## src/rtl/afe_pkg.sv

```systemverilog
package afe_pkg;

    typedef enum logic [0:0] {
        ST_IDLE  = 1'b0,
        ST_APPLY = 1'b1
    } eng_state_e;

    // bytes per sample = 1 << shift; stereo and 16-bit each add one
    function automatic logic [1:0] fmt_shift(input logic [1:0] fmt);
        return {1'b0, fmt[0]} + {1'b0, fmt[1]};
    endfunction

endpackage

```

## src/rtl/afe_burst_sizer.sv

```systemverilog
module afe_burst_sizer
    import afe_pkg::*;
#(
    parameter int IDX_W = 16,
    parameter int LEN_W = 16,
    parameter int CW    = 19
) (
    input  logic             chan_on,
    input  logic [1:0]       fmt,
    input  logic [LEN_W-1:0] offered,
    input  logic [IDX_W-1:0] idx,
    input  logic [IDX_W-1:0] last,
    input  logic [1:0]       rem,
    input  logic [IDX_W-1:0] countdown,
    output logic [1:0]       shift,
    output logic [CW-1:0]    irq_bytes,
    output logic [CW-1:0]    xfer,
    output logic             go,
    output logic             hit
);
    logic [CW-1:0] mask;
    logic [CW-1:0] rounded;
    logic [CW-1:0] room;

    always_comb begin
        shift     = fmt_shift(fmt);
        mask      = ~((CW'(1) << shift) - CW'(1));
        rounded   = CW'(offered) & mask;
        room      = ((CW'(last) - CW'(idx) + CW'(1)) << 2) + CW'(rem);
        irq_bytes = (CW'(countdown) + CW'(1)) << shift;
        go        = chan_on && (rounded != '0) && (last >= idx);
        xfer      = rounded;
        if (room < xfer) begin
            xfer = room;
        end
        if (irq_bytes < xfer) begin
            xfer = irq_bytes;
        end
        if (!go) begin
            xfer = '0;
        end
        hit = go && (xfer == irq_bytes);
    end

endmodule

```

## src/rtl/afe_count_update.sv

```systemverilog
module afe_count_update #(
    parameter int IDX_W = 16,
    parameter int CW    = 19
) (
    input  logic [CW-1:0]    xfer,
    input  logic [CW-1:0]    irq_bytes,
    input  logic             hit,
    input  logic [1:0]       shift,
    input  logic             wrap,
    input  logic [IDX_W-1:0] idx,
    input  logic [IDX_W-1:0] last,
    input  logic [1:0]       rem,
    input  logic [IDX_W-1:0] reload,
    output logic [IDX_W-1:0] new_idx,
    output logic [1:0]       new_rem,
    output logic [IDX_W-1:0] new_countdown
);
    logic [CW-1:0] sum;
    logic [CW-1:0] adv;
    logic [CW-1:0] left_after;

    always_comb begin
        sum     = xfer + CW'(rem);
        adv     = CW'(idx) + (sum >> 2);
        new_rem = sum[1:0];
        if (wrap) begin
            new_idx = (adv <= CW'(last)) ? adv[IDX_W-1:0] : '0;
        end else begin
            new_idx = idx;
        end
        left_after = irq_bytes - xfer - CW'(1);
        if (hit) begin
            new_countdown = reload;
        end else begin
            new_countdown = IDX_W'(left_after >> shift);
        end
    end

endmodule

```

## src/rtl/afe_addr_gen.sv

```systemverilog
module afe_addr_gen #(
    parameter int IDX_W  = 16,
    parameter int ADDR_W = 32
) (
    input  logic [ADDR_W-1:0] base,
    input  logic [IDX_W-1:0]  idx,
    input  logic [1:0]        rem,
    output logic [ADDR_W-1:0] addr
);
    always_comb begin
        addr = base + (ADDR_W'(idx) << 2) + ADDR_W'(rem);
    end

endmodule

```

## src/rtl/audio_dma_frame_engine.sv

```systemverilog
module audio_dma_frame_engine
    import afe_pkg::*;
#(
    parameter int IDX_W  = 16,
    parameter int LEN_W  = 16,
    parameter int ADDR_W = 32,
    localparam int CW    = (LEN_W > IDX_W + 3) ? LEN_W : IDX_W + 3
) (
    input  logic               clk,
    input  logic               rst_n,
    input  logic               cfg_enable,
    input  logic               cfg_pause,
    input  logic               cfg_wrap,
    input  logic               cfg_irq_en,
    input  logic [1:0]         cfg_fmt,
    input  logic [ADDR_W-1:0]  cfg_base,
    input  logic               ld_frame,
    input  logic [2*IDX_W-1:0] ld_frame_val,
    input  logic               ld_samp,
    input  logic [IDX_W-1:0]   ld_samp_val,
    input  logic               irq_ack,
    input  logic               req_valid,
    input  logic [LEN_W-1:0]   req_bytes,
    output logic               req_ready,
    output logic               done_valid,
    output logic [CW-1:0]      xfer_bytes,
    output logic [2*IDX_W-1:0] frame_cnt,
    output logic [2*IDX_W-1:0] samp_cnt,
    output logic [1:0]         byte_rem,
    output logic [ADDR_W-1:0]  next_addr,
    output logic               irq_pulse,
    output logic               lost_pulse,
    output logic               irq_pending
);
    eng_state_e state_q, state_d;

    logic [IDX_W-1:0] idx_q, last_q, cdown_q, reload_q;
    logic [1:0]       rem_q;
    logic [LEN_W-1:0] offer_q;
    logic             pending_q, irq_en_q;
    logic             done_q, irq_q, lost_q;
    logic [CW-1:0]    xfer_q;

    logic             accept, commit, chan_on, irq_set;
    logic [1:0]       shift;
    logic [CW-1:0]    irq_bytes, xfer_w;
    logic             go, hit;
    logic [IDX_W-1:0] new_idx, new_cdown;
    logic [1:0]       new_rem;

    // state register
    always_ff @(posedge clk or negedge rst_n) begin
        if (!rst_n) begin
            state_q <= ST_IDLE;
        end else begin
            state_q <= state_d;
        end
    end

    // transitions: accept (IDLE->APPLY), commit (APPLY->IDLE)
    always_comb begin
        state_d = state_q;
        unique case (state_q)
            ST_IDLE:  if (req_valid) state_d = ST_APPLY;
            ST_APPLY: state_d = ST_IDLE;
            default:  state_d = ST_IDLE;
        endcase
    end

    // state-decoded controls
    always_comb begin
        req_ready = 1'b0;
        commit    = 1'b0;
        unique case (state_q)
            ST_IDLE:  req_ready = 1'b1;
            ST_APPLY: commit    = 1'b1;
            default:  req_ready = 1'b0;
        endcase
        accept  = req_valid && req_ready;
        chan_on = cfg_enable && !cfg_pause;
        irq_set = hit && cfg_irq_en;
    end

    afe_burst_sizer #(.IDX_W(IDX_W), .LEN_W(LEN_W), .CW(CW)) u_sizer (
        .chan_on   (chan_on),
        .fmt       (cfg_fmt),
        .offered   (offer_q),
        .idx       (idx_q),
        .last      (last_q),
        .rem       (rem_q),
        .countdown (cdown_q),
        .shift     (shift),
        .irq_bytes (irq_bytes),
        .xfer      (xfer_w),
        .go        (go),
        .hit       (hit)
    );

    afe_count_update #(.IDX_W(IDX_W), .CW(CW)) u_update (
        .xfer          (xfer_w),
        .irq_bytes     (irq_bytes),
        .hit           (hit),
        .shift         (shift),
        .wrap          (cfg_wrap),
        .idx           (idx_q),
        .last          (last_q),
        .rem           (rem_q),
        .reload        (reload_q),
        .new_idx       (new_idx),
        .new_rem       (new_rem),
        .new_countdown (new_cdown)
    );

    afe_addr_gen #(.IDX_W(IDX_W), .ADDR_W(ADDR_W)) u_addr (
        .base (cfg_base),
        .idx  (idx_q),
        .rem  (rem_q),
        .addr (next_addr)
    );

    // counters, interrupt state and result registers
    always_ff @(posedge clk or negedge rst_n) begin
        if (!rst_n) begin
            idx_q     <= '0;
            last_q    <= '0;
            cdown_q   <= '0;
            reload_q  <= '0;
            rem_q     <= '0;
            offer_q   <= '0;
            pending_q <= 1'b0;
            irq_en_q  <= 1'b0;
            done_q    <= 1'b0;
            irq_q     <= 1'b0;
            lost_q    <= 1'b0;
            xfer_q    <= '0;
        end else begin
            irq_en_q  <= cfg_irq_en;
            done_q    <= commit;
            irq_q     <= commit && irq_set;
            lost_q    <= commit && irq_set && pending_q;
            xfer_q    <= commit ? xfer_w : '0;
            pending_q <= (pending_q && !irq_ack && !(irq_en_q && !cfg_irq_en))
                         || (commit && irq_set);
            if (accept) begin
                offer_q <= req_bytes;
            end
            if (commit) begin
                if (go) begin
                    idx_q   <= new_idx;
                    rem_q   <= new_rem;
                    cdown_q <= new_cdown;
                end
            end else begin
                if (ld_frame) begin
                    idx_q  <= ld_frame_val[2*IDX_W-1:IDX_W];
                    last_q <= ld_frame_val[IDX_W-1:0];
                    rem_q  <= '0;
                end
                if (ld_samp) begin
                    cdown_q  <= ld_samp_val;
                    reload_q <= ld_samp_val;
                end
            end
        end
    end

    always_comb begin
        done_valid  = done_q;
        xfer_bytes  = xfer_q;
        frame_cnt   = {idx_q, last_q};
        samp_cnt    = {cdown_q, reload_q};
        byte_rem    = rem_q;
        irq_pulse   = irq_q;
        lost_pulse  = lost_q;
        irq_pending = pending_q;
    end

endmodule

```

## config.mk

```make
export PLATFORM = sky130hd
export DESIGN_NAME = audio_dma_frame_engine
export DESIGN_NICKNAME = d
export VERILOG_FILES = /design/src/rtl/afe_pkg.sv /design/src/rtl/afe_burst_sizer.sv /design/src/rtl/afe_count_update.sv /design/src/rtl/afe_addr_gen.sv /design/src/rtl/audio_dma_frame_engine.sv
export SDC_FILE = /design/constraint.sdc
export NUM_CORES = 1
export LEC_CHECK = 0
export BUFFER_PORTS_ARGS = -buffer_cell sky130_fd_sc_hd__buf_4
export CAP_MARGIN = 20
export CORE_AREA = 2 2 197 199
export CTS_CLUSTER_DIAMETER = 30
export DETAILED_ROUTE_END_ITERATION = 7
export DIE_AREA = 0 0 199 201
export SYNTH_ARGS = -nofsm -noshare
export SYNTH_HDL_FRONTEND = slang
export SYNTH_HIERARCHICAL = 1
export SYNTH_SLANG_ARGS = --single-unit
```

## constraint.sdc

```tcl
create_clock -name clk -period 10.7 [get_ports clk]
set_input_delay 3.21 -clock clk [delete_from_list [all_inputs] [get_ports clk]]
set_output_delay 3.21 -clock clk [all_outputs]
set_load 0.03 [all_outputs]
```

==> impl.org <==
** Floorplan
- The core region is 0.0381 sq mm.
- Area of the die :: 0.0400 sq mm
- The die is 199 microns wide.
- Pin placement for this block handled 230 I/O pins.
- For this configuration, the core starts out at a cell density of 0.345.
- Row Count :: 72
- Y dimension of the die :: 201 microns

** Worst setup path
- Arrival time at the worst endpoint :: 11.44 ns
- Maximum fanout along the worst path :: 3
- The worst register-to-register path ends at idx_q[15]$_DFFE_PN0P_.
- Crit Path Category :: primary input to flop
- Required time of the worst setup path :: 10.96 ns
- Bufs and invs on worst path :: 7
- For this design, the slowest cell found on the critical path is fa_2.
- The worst setup path is captured at a flop.
- Worst R2R Path Depth :: 52
- Worst r2r src :: idx_q[1]$_DFFE_PN0P_
- The setup check on the worst reg-to-reg path leaves a slack of 0.15 ns.
- Startpoint type of the worst setup path :: primary input
- Most Frequent Cell on Critical Path :: ha_4
- Category of cells accounting for the largest share of critical-path delay :: compound AO/OA/AOI/OAI gates
- Delay contributed by the slowest stage of the critical path :: 0.41 ns

** Pwr
- Net Switching :: 0.00159 W
- Internal power :: 0.00175 W
- Of the total power, the clock network draws 0.111.
- The completed layout was analyzed and its total power is 0.00335 W.
- For this design the static power due to leakage is 8.27 nW.
- Dividing total power by cell area gives a power density of 187 mW/mm^2.
- IR drop worst, VDD :: 0.0907 mV
- Share of power burned in registers :: 0.165
- Of the total power, the share spent switching nets is 0.476.
- Of the total power, combinational logic draws 0.723.

** Routing
- Average routed wire per standard cell :: 19.0 microns
- In this run the remaining antenna-violating nets after routing total 0.
- The first detailed-routing pass took 8 iterations.
- After detailed routing, the number of vias per cell comes to 5.37.
- For this run, design rule violations remaining after detail routing come to 0.
- Vias :: 13,309
- Final wirelength :: 47.1 mm
- Number of DRC markers after the initial detailed-route iteration :: 769

** Layout
- Final standard cell utilization of the core :: 0.469
- Fill count :: 3,753
- For this run, the post-layout net count is 2,214.
- The number of antenna diodes in the final layout is 0.
- Area growth from synthesis to layout :: 35.8%
- Proportion of layout cells with a drive suffix above 1 :: 0.350
- Layout Cell Area excl Fill :: 0.0179 sq mm

** STA
- Final setup TNS :: -7.10 ns
- At the pin with the least slew margin, the transition time is 0.974 ns.
- Endpoints failing hold :: 0
- Setup violations remaining at the end of the flow were counted as 16.
- Headroom to the max-slew limit came out at 0.348.
- Fmax :: 89.5 MHz
- Setup repair after global routing missed its margin :: yes
- Number of slew-limit violations in the final report :: 0
- Worst Clk Skew :: 0.00893 ns
- Counting I/O delays and the setup requirement, the final critical path takes 11.18 ns.
- In the post-route analysis, the smallest setup slack over all paths is -0.478 ns.
- Final cycle utilization of the critical path :: 1.04

** GRT
- Aggregate global-route resource usage :: 0.234
- For this run the aggregate overflow at the end of global routing stands at 0.
- Maximum number of pins on one net before global-route repair :: 58
- The via count of the first global-routing pass came to 13,180.
- The first global-routing pass estimated 73.2 mm of wire.
- Initial antenna violation count :: 0

** Synth
- The synthesized netlist occupies a cell area of 0.0132 sq mm.
- Proportion of synthesized chip area in sequential cells :: 0.204
- Share of flip-flops with an asynchronous set or reset after synthesis :: 1.00
- Post-synth top flop :: dfrtp_1
- Of the post-synthesis cell area, the part taken by muxes is 0.112.
- Synth Area per Inst :: 8.51 sq um
- In this run, distinct cell masters in the synthesized netlist total 102.
- Of the total synthesized cell area, the portion taken by full adders, half adders and majority gates is 0.151.
- After synthesis, the largest family of logic cells by area is compound AO/OA/AOI/OAI gates.
- The synthesized design contains 107 register bits.
- Share of synthesized cell area in and, or, nand and nor gates :: 0.183
- Post-synthesis share of cell area spent on xor and xnor gates :: 0.0586
- During synthesis, Yosys emitted a total of 6 warnings.
- The synthesized-area fraction occupied by ao, oa, aoi and oai cells is 0.224.
- In this run, synthesis inferred 0 flip-flops with an integrated enable.
- Cell count after synthesis :: 1,545

** CTS
- Hold_buf cts :: 0
- Clock network latency to the later pin of the worst-skew pair :: 0.39 ns
- H-tree Lvls :: 3
- Clock tree from TritonCTS :: built
- In this run, CTS created clock tree buffers numbering 9.
- Clock-pin slew was measured on the worst setup and hold paths at 0.08 ns.
- In this run the deepest clock path goes through 2 buffers.
- The cell sitting at the root of the clock tree is a clkbuf_16.
- Counting every sink on the clock net gives 107.

** Placed design
- Final estimated routing congestion in global placement :: 0.951
- Number of I/O port buffers :: 229
- Instance area at placement :: 0.0168 sq mm
- Detailed placement ended at an HPWL of 37.4 mm.

** Min path
- Hold_sp :: irq_en_q$_DFF_PN0_
- The worst hold path terminates at irq_pending$_DFF_PN0_.
- Worst hold path cell count :: 1
- The path class of the tightest hold or removal check is flop to flop.

** Run status
- The run finished, with violations left.
- Violations in the final reports :: setup timing

** Run
- Across the run, the number of max-cap violations was 0.
-- layout make-up --
| class | instances | area (sq um) | share of cell area |
|---|---|---|---|
| repair buffers | 453 | 3490 | 0.195 |
| clock buffers | 10 | 239 | 0.0134 |
| multi-input cells | 1238 | 10200 | 0.570 |
| clock inverters | 6 | 71.3 | 0.00399 |
| flip-flops and latches | 107 | 2680 | 0.150 |
| inverters | 145 | 559 | 0.0313 |
| well taps | 518 | 648 | 0.0363 |
-- sequential cells by signal (all words and copies together), names as in the netlist --
register,count
reload_q,16
irq_en_q,1
offer_q,16
irq_pulse,1
done_valid,1
byte_rem,2
state_q,1
cdown_q,16
xfer_bytes,19
irq_pending,1
last_q,16
idx_q,16
lost_pulse,1
-- kinds of logic after synthesis --
group	Yosys count
mux	126
compound gates	419
xor+xnor	88
other cells	1
flops	107
fa+ha+maj	152
simple gates	450
buf+inv	202
-- cells in the mapped netlist (19+ instances only) --
master      n  share of area
nand4_1    25          0.012
a211oi_1   44          0.025
nor2_1     83          0.024
nand2_1   106          0.030
clkbuf_1   27         0.0077
ha_1      140           0.13
xnor2_1    60          0.040
nor3_1     26         0.0099
nand3_1    26         0.0099
or2_2      19         0.0090
xor2_1     28          0.019
mux2i_1    66          0.050
a21oi_1   121          0.046
o21ai_0    57          0.022
a21o_1     27          0.015
nor2b_1    51          0.024
mux2_4     29          0.033
dfrtp_1   107           0.20
inv_1     141          0.040
and2_1     26          0.012
mux2_2     28          0.024
-- placed cells by master (no fill, tap or decap), types with 9 or more instances in the layout --
| master | n |
|---|---|
| buf_4 | 443 |
| clkbuf_16 | 10 |
| o21ai_0 | 47 |
| fa_1 | 10 |
| nor2_1 | 79 |
| a211oi_1 | 42 |
| mux2_2 | 28 |
| o22ai_2 | 12 |
| nand3_1 | 25 |
| xnor2_1 | 53 |
| inv_1 | 135 |
| nor3_1 | 23 |
| nor2b_1 | 51 |
| nand2b_1 | 14 |
| nand4_1 | 25 |
| xor2_1 | 25 |
| ha_4 | 9 |
| a21oi_1 | 115 |
| or2_2 | 19 |
| mux2_4 | 29 |
| dfrtp_1 | 106 |
| o22ai_1 | 10 |
| nor3b_1 | 9 |
| and2_1 | 26 |
| and3_1 | 14 |
| ha_1 | 125 |
| o21a_1 | 10 |
| mux2i_1 | 55 |
| o211ai_1 | 12 |
| o21ai_1 | 17 |
| or3_1 | 10 |
| a21o_1 | 27 |
| a31oi_1 | 10 |
| nand2_1 | 104 |
-- how the worst max path moves through the flow --
stage | start | to | slack (ns) | depth (start not counted)
floorplan | cfg_fmt[0] | idx_q[6]$_DFFE_PN0P_ | -0.32 | 48
global placement | cfg_fmt[0] | idx_q[2]$_DFFE_PN0P_ | -0.88 | 43
detailed placement | cfg_fmt[0] | idx_q[2]$_DFFE_PN0P_ | -1.24 | 49
CTS | cfg_fmt[1] | idx_q[6]$_DFFE_PN0P_ | -0.47 | 49
global route | cfg_fmt[1] | idx_q[8]$_DFFE_PN0P_ | -0.92 | 50
finish | cfg_fmt[0] | idx_q[15]$_DFFE_PN0P_ | -0.48 | 48
-- timing repair --
item | 4_1_cts | 5_1_grt
resized for setup | 26 | 72
hold endpoints to repair | 0 | 0
pin swaps | 24 | 48
setup endpoints to repair | 16 | 16
setup buffers | 16 | 9
cloned | 1 | 0
-- worst register-to-register path: cells and delay by family, from the launching register on --
family / cells / cell delay, ns
AO/OA/AOI/OAI: 20 / 3.54
XOR/XNOR: 3 / 0.78
adder cells (fa/ha/maj): 9 / 2.57
buffers and inverters: 7 / 0.68
flip-flops: 1 / 0.44
multiplexers: 3 / 0.53
AND/OR/NAND/NOR: 10 / 1.88
-- per-stage QoR --
stage                     cells  worst slack [ns]  hold WS (ns)
after global placement     2434            -0.882         0.397
final                      2477            -0.478         0.414
after detailed placement   2434             -1.24         0.408
after CTS                  2467            -0.471         0.420
after floorplan            1547            -0.324         0.374
after global routing       2477            -0.923         0.438
-- per-layer routing --
| layer | GRT usage | vias to the layer above | part of all wire |
|---|---|---|---|
| met1 | 0.307 | 6429 | 0.45 |
| met2 | 0.395 | 391 | 0.48 |
| met4 | 0.0840 | 0 | 0.034 |
| met3 | 0.0249 | 76 | 0.041 |
| met5 | 0 | - | 0 |
| li1 | - | 6413 | - |
-- power by group through the flow --
| stage | combinational [W] | clock, W | sequential (W) |
|---|---|---|---|
| 6_report | 0.00242 | 0.000372 | 0.000554 |
| 5_1_grt | 0.00263 | 0.000392 | 0.000563 |
| 4_1_cts | 0.00229 | 0.000381 | 0.000553 |
| 3_5_place_dp | 0.00220 | 0 | 0.000560 |
| 3_3_place_gp | 0.00218 | 0 | 0.000559 |
| 2_1_floorplan | 0.00136 | 0 | 0.000603 |
No activity file was read; power rests on OpenSTA's default activity.
